===== src/rtl/burst_wait_pkg.sv =====
package burst_wait_pkg;

   // Phase of the read sequencer
   typedef enum logic [1:0] {
      BW_IDLE   = 2'd0,
      BW_LAT    = 2'd1,
      BW_STREAM = 2'd2,
      BW_STALL  = 2'd3
   } bw_phase_e;

   // Number of start-address bits that select the first-crossing stall
   localparam int BW_STALL_BITS = 2;

   // Constants of the word pattern held in the array
   localparam int BW_WORD_MUL = 40503;
   localparam int BW_WORD_ADD = 23130;

endpackage


===== src/rtl/bw_addr_ctr.sv =====
module bw_addr_ctr #(
   parameter int ADDR_W     = 24,
   parameter int BOUND_LOG2 = 4
) (
   input  logic              clk,
   input  logic              rst_n,
   input  logic              load,
   input  logic [ADDR_W-1:0] load_addr,
   input  logic              advance,
   output logic [ADDR_W-1:0] addr,
   output logic              at_block_end
);

   localparam logic [ADDR_W-1:0] STEP = ADDR_W'(1);

   logic [ADDR_W-1:0] addr_q;

   always_ff @(posedge clk) begin
      if (!rst_n) begin
         addr_q <= '0;
      end else if (load) begin
         addr_q <= load_addr;
      end else if (advance) begin
         addr_q <= addr_q + STEP;   // wraps naturally at all-ones
      end
   end

   assign addr         = addr_q;
   assign at_block_end = &addr_q[BOUND_LOG2-1:0];

endmodule


===== src/rtl/bw_word_rom.sv =====
module bw_word_rom
   import burst_wait_pkg::*;
#(
   parameter int DATA_W    = 16,
   parameter int ROM_AW    = 6,
   parameter int ROM_STYLE = 0   // 0: stored table, 1: computed on the fly
) (
   input  logic [ROM_AW-1:0] rd_addr,
   output logic [DATA_W-1:0] rd_word
);

   localparam int ROM_WORDS = 1 << ROM_AW;

   generate
      if (ROM_STYLE == 0) begin : g_table
         logic [DATA_W-1:0] table_q [ROM_WORDS];
         for (genvar gi = 0; gi < ROM_WORDS; gi++) begin : g_fill
            assign table_q[gi] = DATA_W'(gi * BW_WORD_MUL + BW_WORD_ADD);
         end
         assign rd_word = table_q[rd_addr];
      end else begin : g_calc
         logic [31:0] idx32;
         assign idx32   = 32'(rd_addr);
         assign rd_word = DATA_W'(idx32 * 32'(BW_WORD_MUL) + 32'(BW_WORD_ADD));
      end
   endgenerate

endmodule


===== src/rtl/bw_wait_seq.sv =====
module bw_wait_seq
   import burst_wait_pkg::*;
#(
   parameter int INIT_LAT = 5
) (
   input  logic                     clk,
   input  logic                     rst_n,
   input  logic                     chip_en,
   input  logic                     addr_strobe,
   input  logic [BW_STALL_BITS-1:0] start_lsb,
   input  logic                     at_block_end,
   output logic                     load,
   output logic                     advance,
   output logic                     ready
);

   localparam int LAT_BITS = $clog2(INIT_LAT);
   localparam int CNT_W    = (LAT_BITS > BW_STALL_BITS) ? LAT_BITS : BW_STALL_BITS;
   localparam logic [CNT_W-1:0] LAT_LOAD = CNT_W'(INIT_LAT - 1);
   localparam logic [CNT_W-1:0] ONE      = CNT_W'(1);

   bw_phase_e              phase_q, phase_d;
   logic [CNT_W-1:0]       cnt_q, cnt_d;
   logic [BW_STALL_BITS-1:0] extra_q, extra_d;
   logic                   crossed_q, crossed_d;

   assign load    = chip_en & addr_strobe;
   assign advance = chip_en & ~addr_strobe & (phase_q == BW_STREAM);
   assign ready   = (phase_q == BW_STREAM);

   always_comb begin
      phase_d   = phase_q;
      cnt_d     = cnt_q;
      extra_d   = extra_q;
      crossed_d = crossed_q;
      if (!chip_en) begin
         phase_d   = BW_IDLE;
         cnt_d     = '0;
         crossed_d = 1'b0;
      end else if (addr_strobe) begin
         phase_d   = BW_LAT;
         cnt_d     = LAT_LOAD;
         extra_d   = start_lsb;
         crossed_d = 1'b0;
      end else begin
         unique case (phase_q)
            BW_IDLE: begin
               phase_d = BW_IDLE;
            end
            BW_LAT: begin
               if (cnt_q == '0) begin
                  phase_d = BW_STREAM;
               end else begin
                  cnt_d = cnt_q - ONE;
               end
            end
            BW_STREAM: begin
               if (at_block_end && !crossed_q) begin
                  crossed_d = 1'b1;
                  if (extra_q != '0) begin
                     phase_d = BW_STALL;
                     cnt_d   = CNT_W'(extra_q) - ONE;
                  end
               end
            end
            BW_STALL: begin
               if (cnt_q == '0) begin
                  phase_d = BW_STREAM;
               end else begin
                  cnt_d = cnt_q - ONE;
               end
            end
            default: phase_d = BW_IDLE;
         endcase
      end
   end

   always_ff @(posedge clk) begin
      if (!rst_n) begin
         phase_q   <= BW_IDLE;
         cnt_q     <= '0;
         extra_q   <= '0;
         crossed_q <= 1'b0;
      end else begin
         phase_q   <= phase_d;
         cnt_q     <= cnt_d;
         extra_q   <= extra_d;
         crossed_q <= crossed_d;
      end
   end

endmodule


===== src/rtl/burst_wait_gen.sv =====
module burst_wait_gen
   import burst_wait_pkg::*;
#(
   parameter int ADDR_W     = 24,
   parameter int DATA_W     = 16,
   parameter int ROM_AW     = 6,
   parameter int BOUND_LOG2 = 4,
   parameter int INIT_LAT   = 5,
   parameter int ROM_STYLE  = 0
) (
   input  logic              clk,
   input  logic              rst_n,
   input  logic              chip_en,
   input  logic              addr_strobe,
   input  logic [ADDR_W-1:0] addr_in,
   output logic              ready,
   output logic [DATA_W-1:0] data_out
);

   // Elaboration-time parameter checks
   generate
      if (INIT_LAT < 1) begin : g_bad_lat
         $error("burst_wait_gen: INIT_LAT must be at least 1");
      end
      if (BOUND_LOG2 < BW_STALL_BITS || BOUND_LOG2 > ADDR_W) begin : g_bad_bound
         $error("burst_wait_gen: BOUND_LOG2 out of range");
      end
      if (ROM_AW < 1 || ROM_AW > ADDR_W || ROM_AW > 12) begin : g_bad_rom
         $error("burst_wait_gen: ROM_AW out of range");
      end
      if (ROM_STYLE != 0 && ROM_STYLE != 1) begin : g_bad_style
         $error("burst_wait_gen: ROM_STYLE must be 0 or 1");
      end
   endgenerate

   logic              load;
   logic              advance;
   logic              ready_int;
   logic              at_block_end;
   logic [ADDR_W-1:0] addr_q;
   logic [DATA_W-1:0] rom_word;

   bw_wait_seq #(
      .INIT_LAT(INIT_LAT)
   ) u_seq (
      .clk          (clk),
      .rst_n        (rst_n),
      .chip_en      (chip_en),
      .addr_strobe  (addr_strobe),
      .start_lsb    (addr_in[BW_STALL_BITS-1:0]),
      .at_block_end (at_block_end),
      .load         (load),
      .advance      (advance),
      .ready        (ready_int)
   );

   bw_addr_ctr #(
      .ADDR_W    (ADDR_W),
      .BOUND_LOG2(BOUND_LOG2)
   ) u_addr (
      .clk          (clk),
      .rst_n        (rst_n),
      .load         (load),
      .load_addr    (addr_in),
      .advance      (advance),
      .addr         (addr_q),
      .at_block_end (at_block_end)
   );

   bw_word_rom #(
      .DATA_W   (DATA_W),
      .ROM_AW   (ROM_AW),
      .ROM_STYLE(ROM_STYLE)
   ) u_rom (
      .rd_addr (addr_q[ROM_AW-1:0]),
      .rd_word (rom_word)
   );

   assign ready    = ready_int;
   assign data_out = ready_int ? rom_word : '0;

endmodule


===== config.mk =====
export PLATFORM = sky130hd
export DESIGN_NAME = burst_wait_gen
export DESIGN_NICKNAME = d
export VERILOG_FILES = /design/src/rtl/burst_wait_pkg.sv /design/src/rtl/bw_addr_ctr.sv /design/src/rtl/bw_word_rom.sv /design/src/rtl/bw_wait_seq.sv /design/src/rtl/burst_wait_gen.sv
export SDC_FILE = /design/constraint.sdc
export NUM_CORES = 1
export LEC_CHECK = 0
export ABC_CLOCK_PERIOD_IN_PS = 3100
export BUFFER_PORTS_ARGS = -buffer_cell sky130_fd_sc_hd__buf_2
export CORE_MARGIN = 4
export CORE_UTILIZATION = 50
export DETAILED_ROUTE_END_ITERATION = 6
export GPL_ROUTABILITY_DRIVEN = 0
export PLACE_DENSITY = 0.74
export SYNTH_ARGS = -nofsm -noshare
export SYNTH_HDL_FRONTEND = slang
export SYNTH_SLANG_ARGS = --single-unit

===== constraint.sdc =====
create_clock -name clk -period 3.1 [get_ports clk]
set_input_delay 0.155 -clock clk [delete_from_list [all_inputs] [get_ports clk]]
set_output_delay 0.155 -clock clk [all_outputs]
set_load 0.01 [all_outputs]

==> impl_metrics.json, run 1 <==
{
  "tightest_slew_ps": 655.9,
  "r2r-start": "u_addr.addr[0]",
  "synth_top_cell_area_share": 0.1378,
  "cts_buffer_depth": 2,
  "endpoint_kind": "primary output",
  "outcome": "finished clean",
  "rsz0062_at_grt": "false",
  "synth_nets": 326,
  "period_share": 0.7719,
  "synth.largest_area_cell": "dfxtp_1",
  "max_freq_ghz": 0.4179,
  "wl_per_cell_um": 15.74,
  "fp.dieW_um": 71.77,
  "postSynthRegisterBits": 14,
  "antennaDiodeCount": 0,
  "worst_ep_required_time_ps": 2940,
  "vias_per_cell": 6.360,
  "synth_cells": 283,
  "r2r_cells": 6,
  "hold_path.startpoint": "addr_in[0]",
  "numCtsBuffers": 3,
  "drc_errors": 0,
  "maxCapViolCount": 0,
  "grt_pass1_vias": 1907,
  "layout.nets": 339,
  "die_h_um": 71.77,
  "setup_ws_ps": 707.0,
  "path_clk_slew_ps": 60,
  "first_pass_iters": 6,
  "hold_class": "in2reg",
  "arrival_ps": 2240,
  "io_pins": 45,
  "syn_area_per_cell_sq_um": 7.184,
  "setup_tns_ps": 0,
  "p_per_area_mw_per_mm2": 256.7,
  "synth_edf_count": 0,
  "fillers": 387,
  "slew_headroom": 0.5621,
  "syn_area_sq_mm": 0.002033,
  "drtIter0Drc": 343,
  "yosysUniqueCellTypes": 58,
  "critPathMaxFanout": 31,
  "ys_seq_area_frac": 0.1378,
  "overflow": 0,
  "cts_max_level": 1,
  "grt.total_usage": 0.2094,
  "hold_path_depth": 3,
  "skew_ps": 3.477,
  "wirelength_um": 5383,
  "numPortBuffers": 26,
  "final_layout_size_suffix_gt1_frac": 0.1633,
  "rows": 22,
  "slew_violations": 0,
  "critPathLaunchType": "register",
  "vias": 2175,
  "setup_viol": 0,
  "worstHoldEndpoint": "u_addr.addr[0]",
  "min_period_ps": 2393,
  "insertion_delay_ps": 250,
  "timing.rr.end": "u_seq.cnt_q[0]",
  "rrSetupSlack_ps": 1110,
  "grt_pass1_wl_um": 9032,
  "p_leak_nw": 0.8747,
  "ctsResizeCount": 0,
  "clock_sinks": 14,
  "ir_drop_uv": 428.6,
  "post-place-ws_ps": 1005,
  "start_util": 0.5352,
  "synth_top_flop_cell": "dfxtp_1",
  "netlist_top_cells_area": "dfxtp_1 14%, ha_1 9.2%, nor2b_1 5.5%",
  "fp.dieArea_sq_mm": 0.005151,
  "synthArstFlopShare": 0,
  "cts_hold_buf": 0,
  "grt_start_max_net_pins": 50,
  "cts_setup_buffers": 0,
  "finalHoldViolations": 0,
  "root_buffer": "clkbuf_8",
  "ant_nets": 0,
  "coreArea_sq_mm": 0.003799,
  "worstSetupPathType": "reg2out",
  "hpwl_um": 3758,
  "antenna_found_initial": 0,
  "cts_tree": "done",
  "synth.top_cells.by_count": "24 x nand2_1, 24 x nor2_1, 20 x a21oi_1",
  "yosysWarningCount": 0,
  "syn_to_final_growth_pct": 6.831
}
-- sequential cells by signal (all words and copies together) (netlist names) --
signal / cells
u_addr.addr: 6
u_seq.cnt_q: 3
u_seq.crossed_q: 1
u_seq.extra_q: 2
u_seq.phase_q: 2
-- report_power, final --
part           total, mW  internal (mW)  switching (mW)  leakage [nW]
registers          0.196          0.187         0.00973         0.114
clock network      0.149         0.0860          0.0632        0.0216
logic              0.212         0.0838           0.128         0.739
-- kinds of logic (layout without fill, tap and decap cells) --
logic type,Yosys count,after routing,share of synthesized area
AOI/OAI and AO/OA,99,99,0.3422
xor gates and xnor gates,4,4,0.01723
adders and majority gates,15,15,0.09231
buffers and inverters,34,45,0.08984
DFF,14,14,0.1378
muxes,9,9,0.04554
and+or+nand+nor,108,108,0.2751
-- critical path, stage by stage (launching register included) --
cell and delay (ps):
dfxtp_1 740, buf_4 400, mux2i_1 320, a21oi_1 110
o21ai_0 180, o22ai_1 90, buf_2 150
-- placed cells by master, fill, tap and decap left out, types with 3 or more instances in the layout --
cell type	instances
buf_2	26
nor2_1	24
nand2_1	24
a21oi_1	20
nor2b_1	18
o21ai_0	16
ha_1	15
dfxtp_1	14
nand2b_1	9
a31oi_1	9
buf_4	8
mux2i_1	7
o211ai_1	7
nor3_1	7
nand3_1	7
inv_1	6
a211oi_1	5
and3_1	4
o31ai_1	4
o21a_1	4
xor2_1	3
o22ai_1	3
a311oi_1	3
a21o_1	3
o2111ai_1	3
a21boi_0	3
clkbuf_8	3
-- per-layer routing --
layer,GRT usage,share of wire,routed length [um]
met2,0.3357,0.46,2477
met4,0.07098,0.012,63
met5,0,0,0
met1,0.2942,0.47,2517
met3,0.01543,0.060,324
-- through the flow --
stage	hold WS, ps	utilization	instances	area [sq um]	total power [mW]
after floorplan	317.6	-	283	2033	0.3667
after global placement	454.2	0.5609	339	2131	0.4039
after detailed placement	456.6	0.5609	339	2131	0.4071
after CTS	196.6	0.5718	342	2172	0.5561
after global routing	202.2	0.5718	342	2172	0.5943
final	200.9	0.5718	342	2172	0.5575
-- worst max-delay path by stage --
| stage | to | slack [ps] | cells past startpoint | from |
|---|---|---|---|---|
| after global routing | data_out[8] | 510 | 6 | u_addr.addr[3] |
| after floorplan | data_out[4] | 850 | 8 | u_addr.addr[0] |
| after CTS | data_out[10] | 730 | 7 | u_addr.addr[1] |
| after global placement | data_out[8] | 1010 | 6 | u_addr.addr[3] |
| final | data_out[8] | 710 | 6 | u_addr.addr[3] |
| after detailed placement | data_out[10] | 1000 | 7 | u_addr.addr[1] |
-- layout make-up --
| cell class | count | area (sq um) | share of cell area |
|---|---|---|---|
| inverter | 8 | 30.03 | 0.01382 |
| tap | 48 | 60.06 | 0.02765 |
| multi-input combinational | 235 | 1570 | 0.7229 |
| timing repair buffer | 34 | 190.2 | 0.08756 |
| clock buffer | 3 | 41.29 | 0.01901 |
| sequential | 14 | 280.3 | 0.1290 |
No activity file was read; power rests on OpenSTA's default activity.
==> inputs of run 2 (changes only) <==
ABC_CLOCK_PERIOD_IN_PS = 2500   (was 3100)
clock period = 2.5 ns   (was 3.1 ns; I/O delays follow)
==> run 2 against run 1 <==
Effect of this change:
- clock-buffer cell count increased by 1
- critical path depth increased by 1
- first-iteration DRC count decreased by 7.3%
- die area unchanged
- non-clock buffer count increased by 4
- routed wire length decreased by 3.0%
- clock skew decreased by 2.6 ps
- sequential share of layout area decreased by 0.33 points
- flip-flop and latch count unchanged
- register-to-register slack got worse by 570 ps
- critical path type unchanged
- highest routed layer unchanged
==> impl_metrics.json, run 2 (same netlist as run 1, synthesis figures left out) <==
{
  "syn_to_final_growth_pct": 9.600,
  "outcome": "finished clean",
  "drc_errors": 0,
  "min_period_ps": 2263,
  "hold_class": "in2reg",
  "vias": 2170,
  "cts_setup_buffers": 0,
  "path_clk_slew_ps": 60,
  "final_common_cell": "buf_2",
  "p_int_uw": 481.6,
  "p_leak_nw": 0.9046,
  "rrSetupSlack_ps": 540,
  "die_h_um": 71.77,
  "grt_pass1_wl_um": 8618,
  "worstSetupPathType": "reg2out",
  "swShare": 0.3437,
  "wl_per_cell_um": 15.05,
  "overflow": 0,
  "numCtsBuffers": 3,
  "slew_headroom": 0.6524,
  "wirelength_um": 5221,
  "largest_reg_flops": 6,
  "final_layout_size_suffix_gt1_frac": 0.1773,
  "setup_viol": 0,
  "power.total_uw": 733.8,
  "dp.cells": 343,
  "io_pins": 45,
  "worst_ep_required_time_ps": 2380,
  "use_met3": 0.01122,
  "ctsResizeCount": 0,
  "insertion_delay_ps": 250,
  "start_util": 0.5352,
  "ir_drop_uv": 331.5,
  "rsz0062_at_grt": "false",
  "grtUsageMet2": 0.3143,
  "tightest_slew_ps": 520.7,
  "grt_start_max_net_pins": 51,
  "critPathLaunchType": "register",
  "pwr-share-clk": 0.302,
  "numPortBuffers": 26,
  "maxCapViolCount": 0,
  "setup_tns_ps": 0,
  "gr-usage-met1": 0.2898,
  "finalHoldViolations": 0,
  "fp.dieArea_sq_mm": 0.005151,
  "ant_nets": 0,
  "cts_buffer_depth": 2,
  "coreArea_sq_mm": 0.003799,
  "skew_ps": 0.8442,
  "grt_pass1_vias": 1831,
  "layout.nets": 343,
  "drtIter0Drc": 318,
  "layout_common_cells": "26 x buf_2, 24 x nor2_1, 24 x nand2_1, 20 x a21oi_1, 18 x nor2b_1",
  "worstHoldEndpoint": "u_seq.extra_q[0]",
  "p_per_area_mw_per_mm2": 329.3,
  "max_freq_ghz": 0.4420,
  "hold_path.startpoint": "addr_in[0]",
  "timing.rr.end": "u_seq.cnt_q[0]",
  "r2r-start": "u_addr.addr[1]",
  "share_seq_of_total_power": 0.334,
  "hpwl_um": 3752,
  "p_comb_frac": 0.364,
  "root_buffer": "clkbuf_8",
  "fin_cells": 347,
  "period_share": 0.9051,
  "grt.total_usage": 0.2013,
  "cts_tree": "done",
  "cts_max_level": 1,
  "vias_per_cell": 6.254,
  "antennaDiodeCount": 0,
  "fp.dieW_um": 71.77,
  "clock_sinks": 14,
  "grt_busiest_layer": "met2",
  "critPathMaxFanout": 12,
  "first_pass_iters": 5,
  "hold_path_depth": 3,
  "cts_hold_buf": 0,
  "power.switching_uw": 252.2,
  "rows": 22,
  "endpoint_kind": "primary output",
  "slew_violations": 0,
  "r2r_cells": 6,
  "arrival_ps": 2140,
  "antenna_found_initial": 0
}
==> run 2: changes by cell type in the layout (fill, tap and decap cells not counted), sizes merged <==
| cell | previous run | this run |
|---|---|---|
| clkbuf | 3 | 4 |
| buf | 34 | 38 |
==> run 2: layout make-up <==
type / count / area (sq um)
tap: 48 / 60.06
inverter: 8 / 30.03
fill: 367 / 1570
sequential: 14 / 280.3
clock buffer: 4 / 55.05
multi-input combinational: 235 / 1570
timing repair buffer: 38 / 232.7
==> run 2: per-stage QoR <==
step / hold slack (ps) / util / setup WS (ps) / instance area [sq um]
finish: 164.2 / 0.5866 / 237.4 / 2228
detailed placement: 423.4 / 0.5721 / 511.6 / 2173
CTS: 159.9 / 0.5866 / 237.1 / 2228
global placement: 423.9 / 0.5721 / 512.8 / 2173
global route: 172.6 / 0.5866 / 117.0 / 2228
floorplan: 287.6 / - / 282.8 / 2033
==> run 2: how the worst max path moves through the flow <==
stage / to / startpoint / cells past startpoint
global placement: data_out[10] / u_addr.addr[0] / 7
detailed placement: data_out[10] / u_addr.addr[0] / 7
CTS: data_out[10] / u_addr.addr[0] / 7
floorplan: data_out[4] / u_addr.addr[0] / 8
finish: data_out[10] / u_addr.addr[0] / 7
global route: data_out[4] / u_addr.addr[0] / 7
==> run 2: critical path, stage by stage (launching register included) <==
cell and delay, ps:
dfxtp_1 330, inv_1 110, ha_1 480, nor2b_1 230, o311a_1 330, o21ai_1 110, o311a_1 170, buf_2 120
==> run 2: power groups by stage <==
stage                     Combinational [mW]  Sequential [mW]  Clock, mW
after detailed placement               0.261            0.249          0
final                                  0.267            0.245      0.222
after global routing                   0.295            0.247      0.238
after global placement                 0.260            0.249          0
after CTS                              0.263            0.244      0.227
after floorplan                        0.211            0.243          0
==> run 2: routing by layer <==
metal | up-vias | share of wire
li1 | 1071 | -
met1 | 987 | 0.47
met2 | 104 | 0.46
met3 | 8 | 0.059
met4 | 0 | 0.014
met5 | - | 0
==> inputs of run 3 (changes only) <==
CORE_MARGIN = 5   (was 4)
CORE_UTILIZATION = 45   (was 50)
PLACE_DENSITY = 0.68   (was 0.74)
==> run 3 against run 2 <==
Effect of this change:
- highest routed layer unchanged
- sequential share of layout area grew 0.11 points
- critical path type unchanged
- register-to-register slack about the same
- worst setup slack worse by 50 ps
- design area down 0.84%
- die area increased by 16%
==> impl_metrics.json, run 3 (same netlist as run 1, synthesis figures left out) <==
{
  "outcome": "finished clean",
  "cts_tree": "done",
  "worstSetupPathType": "reg2out",
  "setup_viol": 0,
  "share_seq_of_total_power": 0.356,
  "drtIter0Drc": 235,
  "slew_violations": 0,
  "fp.dieW_um": 77.22,
  "ir_drop_uv": 267.1,
  "grt.total_usage": 0.1796,
  "start_util": 0.4670,
  "critical-path-max-stage-delay_ps": 740,
  "tightest_slew_ps": 673.1,
  "finalHoldViolations": 0,
  "rows": 24,
  "first_pass_iters": 5,
  "vias": 2173,
  "numPortBuffers": 26,
  "vias_per_cell": 6.209,
  "arrival_ps": 2190,
  "p_leak_nw": 0.8930,
  "min_period_ps": 2313,
  "p_comb_frac": 0.383,
  "insertion_delay_ps": 240,
  "p_per_area_mw_per_mm2": 315.8,
  "critPathLaunchType": "register",
  "antenna_found_initial": 0,
  "pwr-share-clk": 0.261,
  "final_layout_size_suffix_gt1_frac": 0.1779,
  "largest_reg_flops": 6,
  "grt_pass1_wl_um": 9308,
  "period_share": 0.9251,
  "grt_pass1_vias": 1957,
  "cp_cell_sequence": "buf_4 -> nor3_1 -> or3_1 -> a31oi_1 -> a311oi_2 -> buf_2",
  "max_freq_ghz": 0.4324,
  "wl_per_cell_um": 15.85,
  "worst_ep_required_time_ps": 2380,
  "clock_sinks": 14,
  "swShare": 0.3580,
  "cts_buffer_depth": 2,
  "rsz0062_at_grt": "false",
  "layout.nets": 343,
  "hold_class": "in2reg",
  "hold_ws_ps": 168.9,
  "drc_errors": 0,
  "coreArea_sq_mm": 0.004354,
  "layout_common_cells": "26 x buf_2, 24 x nor2_1, 24 x nand2_1, 20 x a21oi_1, 18 x nor2b_1",
  "syn_to_final_growth_pct": 8.677,
  "slew_headroom": 0.5506,
  "setup_tns_ps": 0,
  "antennaDiodeCount": 0,
  "wirelength_um": 5549,
  "final_common_cell": "buf_2",
  "power.switching_uw": 249.8,
  "root_buffer": "clkbuf_8",
  "critPathMaxFanout": 20,
  "numCtsBuffers": 3,
  "hpwl_um": 3965,
  "fp.dieArea_sq_mm": 0.005962,
  "p_int_uw": 448.0,
  "fillers": 435,
  "endpoint_kind": "primary output",
  "skew_ps": 5.128,
  "io_pins": 45,
  "ant_nets": 0,
  "grt_start_max_net_pins": 37,
  "cts_setup_buffers": 0,
  "path_clk_slew_ps": 60,
  "cts_max_level": 1,
  "overflow": 0,
  "die_h_um": 77.22,
  "slowest_stage": "dfxtp_1",
  "maxCapViolCount": 0
}
run 3: changes by cell type in the layout (fill, tap and decap cells not counted), sizes merged:
cell | previous run | this run
clkbuf | 4 | 3
run 3: cell type report:
class | count | area, sq um | area share
tap | 52 | 65.06 | 0.02945
inverter | 8 | 30.03 | 0.01359
sequential | 14 | 280.3 | 0.1268
clock buffer | 3 | 41.29 | 0.01869
multi-input combinational | 235 | 1573 | 0.7118
timing repair buffer | 38 | 220.2 | 0.09966
run 3: metrics by stage:
step | instances | total power, mW | util | worst slack, ps | area [sq um]
floorplan | 283 | 0.4547 | - | 282.8 | 2033
global placement | 347 | 0.5108 | 0.4974 | 438.2 | 2166
detailed placement | 347 | 0.5142 | 0.4974 | 408.4 | 2166
CTS | 350 | 0.6952 | 0.5069 | 139.5 | 2207
global route | 350 | 0.7415 | 0.5075 | 39.79 | 2210
finish | 350 | 0.6979 | 0.5075 | 187.4 | 2210
run 3: path summary, 6_finish.rpt:
path                          from                to  slack (ps)  depth (start not counted)
setup / recovery    u_addr.addr[3]      data_out[11]         190                          6
hold / removal          addr_in[0]  u_seq.extra_q[0]         170                          3
setup reg to reg    u_addr.addr[0]    u_seq.cnt_q[0]         540                          6
hold reg to reg   u_seq.extra_q[0]  u_seq.extra_q[0]         480                          2
run 3: critical path: cells and delay by family (launching register included):
kind / cells / cell delay, ps
DFF: 1 / 740
AOI/OAI and AO/OA: 2 / 280
buffers and inverters: 2 / 520
and+or+nand+nor: 2 / 400
run 3: power groups by stage:
stage                     clock network, mW  registers, mW  logic [mW]
after floorplan                           0          0.243       0.211
after global placement                    0          0.253       0.258
after detailed placement                  0          0.253       0.261
after CTS                             0.184          0.249       0.262
after global routing                  0.197          0.251       0.294
final                                 0.182          0.249       0.267
run 3: routing by layer:
| metal | part of all wire | vias to the layer above | global-route usage |
|---|---|---|---|
| li1 | - | 1072 | - |
| met2 | 0.45 | 86 | 0.2744 |
| met3 | 0.070 | 5 | 0.01991 |
| met4 | 0.0058 | 0 | 0.04639 |
| met1 | 0.47 | 1010 | 0.2650 |
| met5 | 0 | - | 0 |
run 3: timing repair:
| item | CTS | global route |
|---|---|---|
| hold endpoints to repair | 0 | 0 |
| gates resized for setup | 0 | 1 |
| hold buffers | 0 | 0 |
| setup endpoints to repair | 0 | 1 |
